`config.mk`:
```
export PLATFORM = sky130hd
export DESIGN_NAME = txn_table
export DESIGN_NICKNAME = d
export VERILOG_FILES = /design/src/rtl/txn_table_pkg.sv /design/src/rtl/tt_pick.sv /design/src/rtl/tt_match.sv /design/src/rtl/txn_table.sv
export SDC_FILE = /design/constraint.sdc
export NUM_CORES = 1
export LEC_CHECK = 0
export BUFFER_PORTS_ARGS = -buffer_cell sky130_fd_sc_hd__buf_4
export CAP_MARGIN = 40
export CORE_MARGIN = 4
export CORE_UTILIZATION = 36
export DETAILED_ROUTE_END_ITERATION = 16
export GPL_ROUTABILITY_DRIVEN = 1
export GPL_TIMING_DRIVEN = 0
export SLEW_MARGIN = 20
export SYNTH_ARGS = -nofsm -noshare
export SYNTH_HDL_FRONTEND = slang
export SYNTH_SLANG_ARGS = --single-unit
export TNS_END_PERCENT = 5
```
`constraint.sdc`:
```
create_clock -name clk -period 5.8 [get_ports clk]
set_input_delay 0.29 -clock clk [delete_from_list [all_inputs] [get_ports clk]]
set_output_delay 0.29 -clock clk [all_outputs]
set_load 0.005 [all_outputs]
```
`src/rtl/txn_table_pkg.sv`:
```
// Shared types for the outstanding request table.
// Assumes a 2-bit operation code on the request bus.
package txn_table_pkg;
    typedef enum logic [1:0] {
        OP_RD  = 2'd0,
        OP_RDX = 2'd1,
        OP_UPG = 2'd2,
        OP_WB  = 2'd3
    } bus_op_e;

    typedef enum logic [1:0] {
        ST_FREE = 2'd0,
        ST_OPEN = 2'd1,   // outstanding, response belongs elsewhere
        ST_MINE = 2'd2    // outstanding, response captured locally
    } ent_state_e;
endpackage

```
`src/rtl/tt_pick.sv`:
```
// Lowest-index free slot finder.
// Returns the lowest index whose busy bit is 0; none=1 when all are busy (idx=0 then).
module tt_pick #(
    parameter int DEPTH = 8,
    localparam int TAG_W = $clog2(DEPTH)
) (
    input  logic [DEPTH-1:0] busy,
    output logic [TAG_W-1:0] idx,
    output logic             none
);
    // scan from the top so the lowest free index wins last
    always_comb begin
        idx  = '0;
        none = 1'b1;
        for (int i = DEPTH - 1; i >= 0; i--) begin
            if (!busy[i]) begin
                idx  = TAG_W'(i);
                none = 1'b0;
            end
        end
    end
endmodule

```
`src/rtl/tt_match.sv`:
```
// Line-address comparator bank for local lookups.
// Assumes only read and read-for-ownership entries are ever stored.
module tt_match
    import txn_table_pkg::*;
#(
    parameter int DEPTH  = 8,
    parameter int LINE_W = 25,
    localparam int TAG_W = $clog2(DEPTH)
) (
    input  logic [DEPTH-1:0]             valid,
    input  logic [DEPTH-1:0][LINE_W-1:0] line,
    input  bus_op_e [DEPTH-1:0]          op,
    input  logic [LINE_W-1:0]            lk_line,
    input  bus_op_e                      lk_op,
    output logic                         hold,
    output logic                         merge,
    output logic [TAG_W-1:0]             merge_tag
);
    logic [DEPTH-1:0] hold_vec;
    logic [DEPTH-1:0] merge_vec;
    logic             merge_none;

    for (genvar g = 0; g < DEPTH; g++) begin : g_cmp
        logic hit;
        // per-entry line compare and hazard classification
        always_comb begin
            hit          = valid[g] && (line[g] == lk_line);
            hold_vec[g]  = hit && ((op[g] == OP_RDX) || (lk_op != OP_RD));
            merge_vec[g] = hit && (op[g] == OP_RD) && (lk_op == OP_RD);
        end
    end

    // lowest matching read is chosen as the merge target
    tt_pick #(.DEPTH(DEPTH)) u_merge_pick (
        .busy (~merge_vec),
        .idx  (merge_tag),
        .none (merge_none)
    );

    // a hold always outranks a merge
    always_comb begin
        hold  = |hold_vec;
        merge = !merge_none && !hold;
    end
endmodule

```
`src/rtl/txn_table.sv`:
```
// Outstanding split-transaction request table (one copy per bus client).
// Allocates a tag on each read / read-for-ownership grant, frees it on the
// matching response, and answers hold / merge questions for the local client.
// Assumes at most one grant and one response per cycle; lookups see the
// registered table, not a grant in the same cycle.
module txn_table
    import txn_table_pkg::*;
#(
    parameter int DEPTH      = 8,
    parameter int ADDR_W     = 32,
    parameter int SRC_W      = 3,
    parameter int LINE_BYTES = 128,
    parameter int LOCAL_ID   = 1,
    localparam int TAG_W  = $clog2(DEPTH),
    localparam int OFF_W  = $clog2(LINE_BYTES),
    localparam int LINE_W = ADDR_W - OFF_W
) (
    input  logic              clk,
    input  logic              rst_n,
    input  logic              gnt_valid,
    input  logic [SRC_W-1:0]  gnt_src,
    input  logic [ADDR_W-1:0] gnt_addr,
    input  logic [1:0]        gnt_op,
    output logic [TAG_W-1:0]  gnt_tag,
    output logic              gnt_nack,
    output logic              tbl_full,
    input  logic              rsp_valid,
    input  logic [TAG_W-1:0]  rsp_tag,
    output logic              rsp_capture,
    input  logic [ADDR_W-1:0] lk_addr,
    input  logic [1:0]        lk_op,
    input  logic              lk_commit,
    output logic              lk_hold,
    output logic              lk_merge,
    output logic [TAG_W-1:0]  lk_merge_tag
);
    ent_state_e [DEPTH-1:0]        state_q;
    logic [DEPTH-1:0][LINE_W-1:0]  line_q;
    bus_op_e [DEPTH-1:0]           op_q;
    logic [DEPTH-1:0][SRC_W-1:0]   src_q;
    logic [DEPTH-1:0]              valid_q;

    logic    needs_entry;
    logic    alloc;
    logic    do_free;
    logic    do_mark;
    bus_op_e gnt_op_e;

    // busy vector seen by the picker, comparators and checker
    always_comb begin
        for (int i = 0; i < DEPTH; i++) valid_q[i] = (state_q[i] != ST_FREE);
    end

    tt_pick #(.DEPTH(DEPTH)) u_free_pick (
        .busy (valid_q),
        .idx  (gnt_tag),
        .none (tbl_full)
    );

    tt_match #(.DEPTH(DEPTH), .LINE_W(LINE_W)) u_match (
        .valid     (valid_q),
        .line      (line_q),
        .op        (op_q),
        .lk_line   (lk_addr[ADDR_W-1:OFF_W]),
        .lk_op     (bus_op_e'(lk_op)),
        .hold      (lk_hold),
        .merge     (lk_merge),
        .merge_tag (lk_merge_tag)
    );

    // grant decode: only ops with a response phase take an entry
    always_comb begin
        gnt_op_e    = bus_op_e'(gnt_op);
        needs_entry = gnt_valid && ((gnt_op_e == OP_RD) || (gnt_op_e == OP_RDX));
        alloc       = needs_entry && !tbl_full;
        gnt_nack    = needs_entry && tbl_full;
        do_free     = rsp_valid && valid_q[rsp_tag];
        do_mark     = lk_merge && lk_commit;
        rsp_capture = rsp_valid && (state_q[rsp_tag] == ST_MINE);
    end

    for (genvar g = 0; g < DEPTH; g++) begin : g_ent
        // entry state: free wins, then allocate, then merge marking
        always_ff @(posedge clk) begin
            if (!rst_n) begin
                state_q[g] <= ST_FREE;
            end else if (do_free && (rsp_tag == TAG_W'(g))) begin
                state_q[g] <= ST_FREE;
            end else if (alloc && (gnt_tag == TAG_W'(g))) begin
                state_q[g] <= (gnt_src == SRC_W'(LOCAL_ID)) ? ST_MINE : ST_OPEN;
            end else if (do_mark && (lk_merge_tag == TAG_W'(g))) begin
                state_q[g] <= ST_MINE;
            end
        end

        // entry payload captured at allocation, no reset needed
        always_ff @(posedge clk) begin
            if (alloc && (gnt_tag == TAG_W'(g))) begin
                line_q[g] <= gnt_addr[ADDR_W-1:OFF_W];
                op_q[g]   <= gnt_op_e;
                src_q[g]  <= gnt_src;
            end
        end
    end
endmodule

```
==> impl_results.md <==
- GR Overflow Total: 0
- Initial core utilization: 36.8%
- H-tree level count: 1
- Worst clock skew: between 15 and 20 ps
- Fmax achieved: 268 MHz
- Sequential share of power: between 40% and 50%
- Period utilization: 64.4%
- Sw frac: 22.6%
- Layout area overhead: 18.5%
- Worst setup margin: 2060 ps
- Worst slew margin: 41.8%
- Startpoint Class: flop
- CTS clk-pin slew, worst paths: 60 ps
- Drt pass-1 iters: 5
- Hold Vio Cnt, Final: 0
- Largest net degree at the start of global routing: 24
- Cell Pwr Density: 288 nW/um^2
- Post-DP Area: 12,200 sq um
- Max-Cap Viols: 0
- Async SR Flop Fraction: 0%
- Die Width: between 150 and 200 um
- Worst-Margin Slew: 865 ps
- Number of port buffers: 49
- Comb pwr share: approximately 7.7%
- Family with the most delay on the worst path: simple AND/OR/NAND/NOR gates
- Most used DFF post-synth: edfxtp_1
- Cell Rows: 63
- Number of global-route vias before repair: between 7,000 and 8,000
- Crit path required time: 5510 ps
- Fin crit period: 3740 ps
- DP Worst Slack: 2420 ps
- DR WL/cell: 24.7 um
- Syn nets: 900
- Worst hold path class: in2reg
- EDFF count, synth: 216
- Clk root buf: clkbuf_16
- Slowest stage delay, CP: 660 ps
- Vias per cell: between 5 and 6
- Unrepaired setup endpoints after global routing: no
- Dpl hpwl: 24,300 um
- Setup Total Neg Slack: 0 ps
- Psw: 0.847 mW
- Number of remaining DRC errors: 0
- Clk_lat worst skew: roughly 540 ps
- Reg-to-reg slack, setup: 2550 ps
- Power share of the clock group: 42.8%
- Gate Count Post-Synth: 821
- DRT iter0 DRCs: 754
- Gr usage total: 19.2%
- TritonCTS clock tree: done
- Post-synth top area cell: edfxtp_1
- Initial antenna violation count: 0
- Worst Setup End Kind: output pin
- Synth top area share: 59.0%
- CP Max Fanout: 5
- Worst EP arrival: 3450 ps
- Number of I/O pins: 90
- Ant. Diodes: 0
- Register area share after synthesis: 61.9%
- Clk sinks: about 230
- Final #Nets: between 1,000 and 1,500
- Power Total: about 3.8 mW
- Share of layout cells above drive strength 1: 16.7%
- Worst VDD drop: about 0.21 mV
- GP Congestion: slightly above 0.9
- Most common cell in the netlist: edfxtp_1
- Die height: 183 um
- Vias: 7,362
- Synth warn: 0
- Count of unique library cells instantiated by Yosys: between 60 and 70
- Max Buffers Root-to-Sink: 3
- Leakage: 4.28 nW
- Cell chain of the critical path: xor2_1 -> nor4_1 -> nand3_1 -> nor4b_1 -> nor3_1 -> a21oi_1 -> buf_4
- Worst path buffer plus inverter count: 1
- First-pass GRT wire length: 47,200 um
- Crit path max-delay cell type: nor4b_1
- Die Area: 33,400 sq um
- Status: finished, final reports clean
- Post-CTS Setup Bufs: 0
- Power Internal: about 2.9 mW
- Syn Std Cell Area: approximately 11,000 sq um
- FF+latch count, synth: between 200 and 250
- Synth top cells by count: 216 x edfxtp_1, 141 x xor2_1, 64 x nor4_1
- TritonCTS Buffers: 25
- Fin util: a little over two fifths
- ANT nets after route: 0
- Setup CP Type: reg2out
- Synth area leaders: edfxtp_1 59%, xor2_1 11%, xnor2_1 4.7%
- # setup viols final: 0
- Slew Viols, Final: 0
- Avg Cell Area, Syn: 13.4 sq um
- Finished Cell Area: 13,000 sq um
- Core Region: 29,900 sq um
- Drt total wl: 33,000 um
==> worst register-to-register path, stage by stage, from the launching register on <==
cell,delay [ps]
dfxtp_1,310
clkbuf_1,450
o22ai_1,260
or2_2,330
clkbuf_1,200
or3_1,450
nor3_2,430
buf_4,310
buf_4,230
==> flip-flops by register name, summed over array words and instances, names as in the netlist <==
register  cells
state_q      16
line_q      200
op_q         16
==> logic make-up after synthesis <==
| family | Yosys count | synth area share, % |
|---|---|---|
| flip-flops | 232 | 61.9 |
| buffers and inverters | 44 | 2.45 |
| multiplexers | 1 | 0.205 |
| AND/OR/NAND/NOR | 257 | 13.6 |
| AO/OA/AOI/OAI | 86 | 5.80 |
| XOR/XNOR | 201 | 16.1 |
==> path summary, 6_finish.rpt <==
kind	cells after the start	startpoint	to
worst min-delay path	1	gnt_addr[18]	line_q[11]
worst max-delay path	7	line_q[127]	lk_merge
worst min register to register	2	state_q[9]	state_q[9]
worst max register to register	8	state_q[2]	line_q[145]
==> per-layer routing <==
layer,GRT usage (%),vias up,routed length (um)
li1,-,3358,-
met1,26.7,3621,14000
met2,30.6,326,15200
met3,3.97,57,2680
met4,6.02,0,1160
met5,0,-,0
==> placed cells by master (no fill, tap or decap), types with 14 or more instances in the layout <==
| master | netlist | final |
|---|---|---|
| buf_2 | 8 | 15 |
| nand3_1 | 14 | 14 |
| xor2_1 | 141 | 141 |
| nor2_1 | 43 | 41 |
| xnor2_1 | 59 | 59 |
| edfxtp_1 | 216 | 216 |
| nor3_1 | 20 | 18 |
| and4_1 | 14 | 14 |
| dfxtp_1 | 16 | 16 |
| nand4_1 | 37 | 37 |
| nand2_1 | 14 | 14 |
| nor4_1 | 64 | 61 |
| buf_4 | 11 | 71 |
| clkbuf_16 | 0 | 25 |
==> power groups by stage <==
stage               sequential [mW]  combinational (mW)  clock, mW
global placement               1.90               0.275          0
finish                         1.86               0.288       1.61
global route                   1.86               0.310       1.70
CTS                            1.86               0.290       1.63
detailed placement             1.90               0.286          0
floorplan                      1.90               0.154          0
==> layout make-up <==
cell class / count / area, sq um
Fill cell: 2711 / 16800
Sequential cell: 232 / 6810
Clock buffer: 35 / 683
Tap cell: 390 / 488
Inverter: 13 / 48.8
Buffer: 31 / 220
Multi-Input combinational cell: 545 / 3990
Clock inverter: 11 / 139
Timing Repair Buffer: 79 / 663
==> per-stage QoR <==
step | instances | hold WS (ps)
after floorplan | 821 | 389
after global placement | 1260 | 522
after detailed placement | 1284 | 519
after CTS | 1336 | 2.55
after global routing | 1336 | 12.2
final | 1336 | 11.5
==> what timing repair did <==
item	in CTS	in global routing
resized for setup	0	0
setup endpoints to repair	0	0
hold buffers	6	0
endpoints found under the hold margin	48	0
No activity file was read; power rests on OpenSTA's default activity.
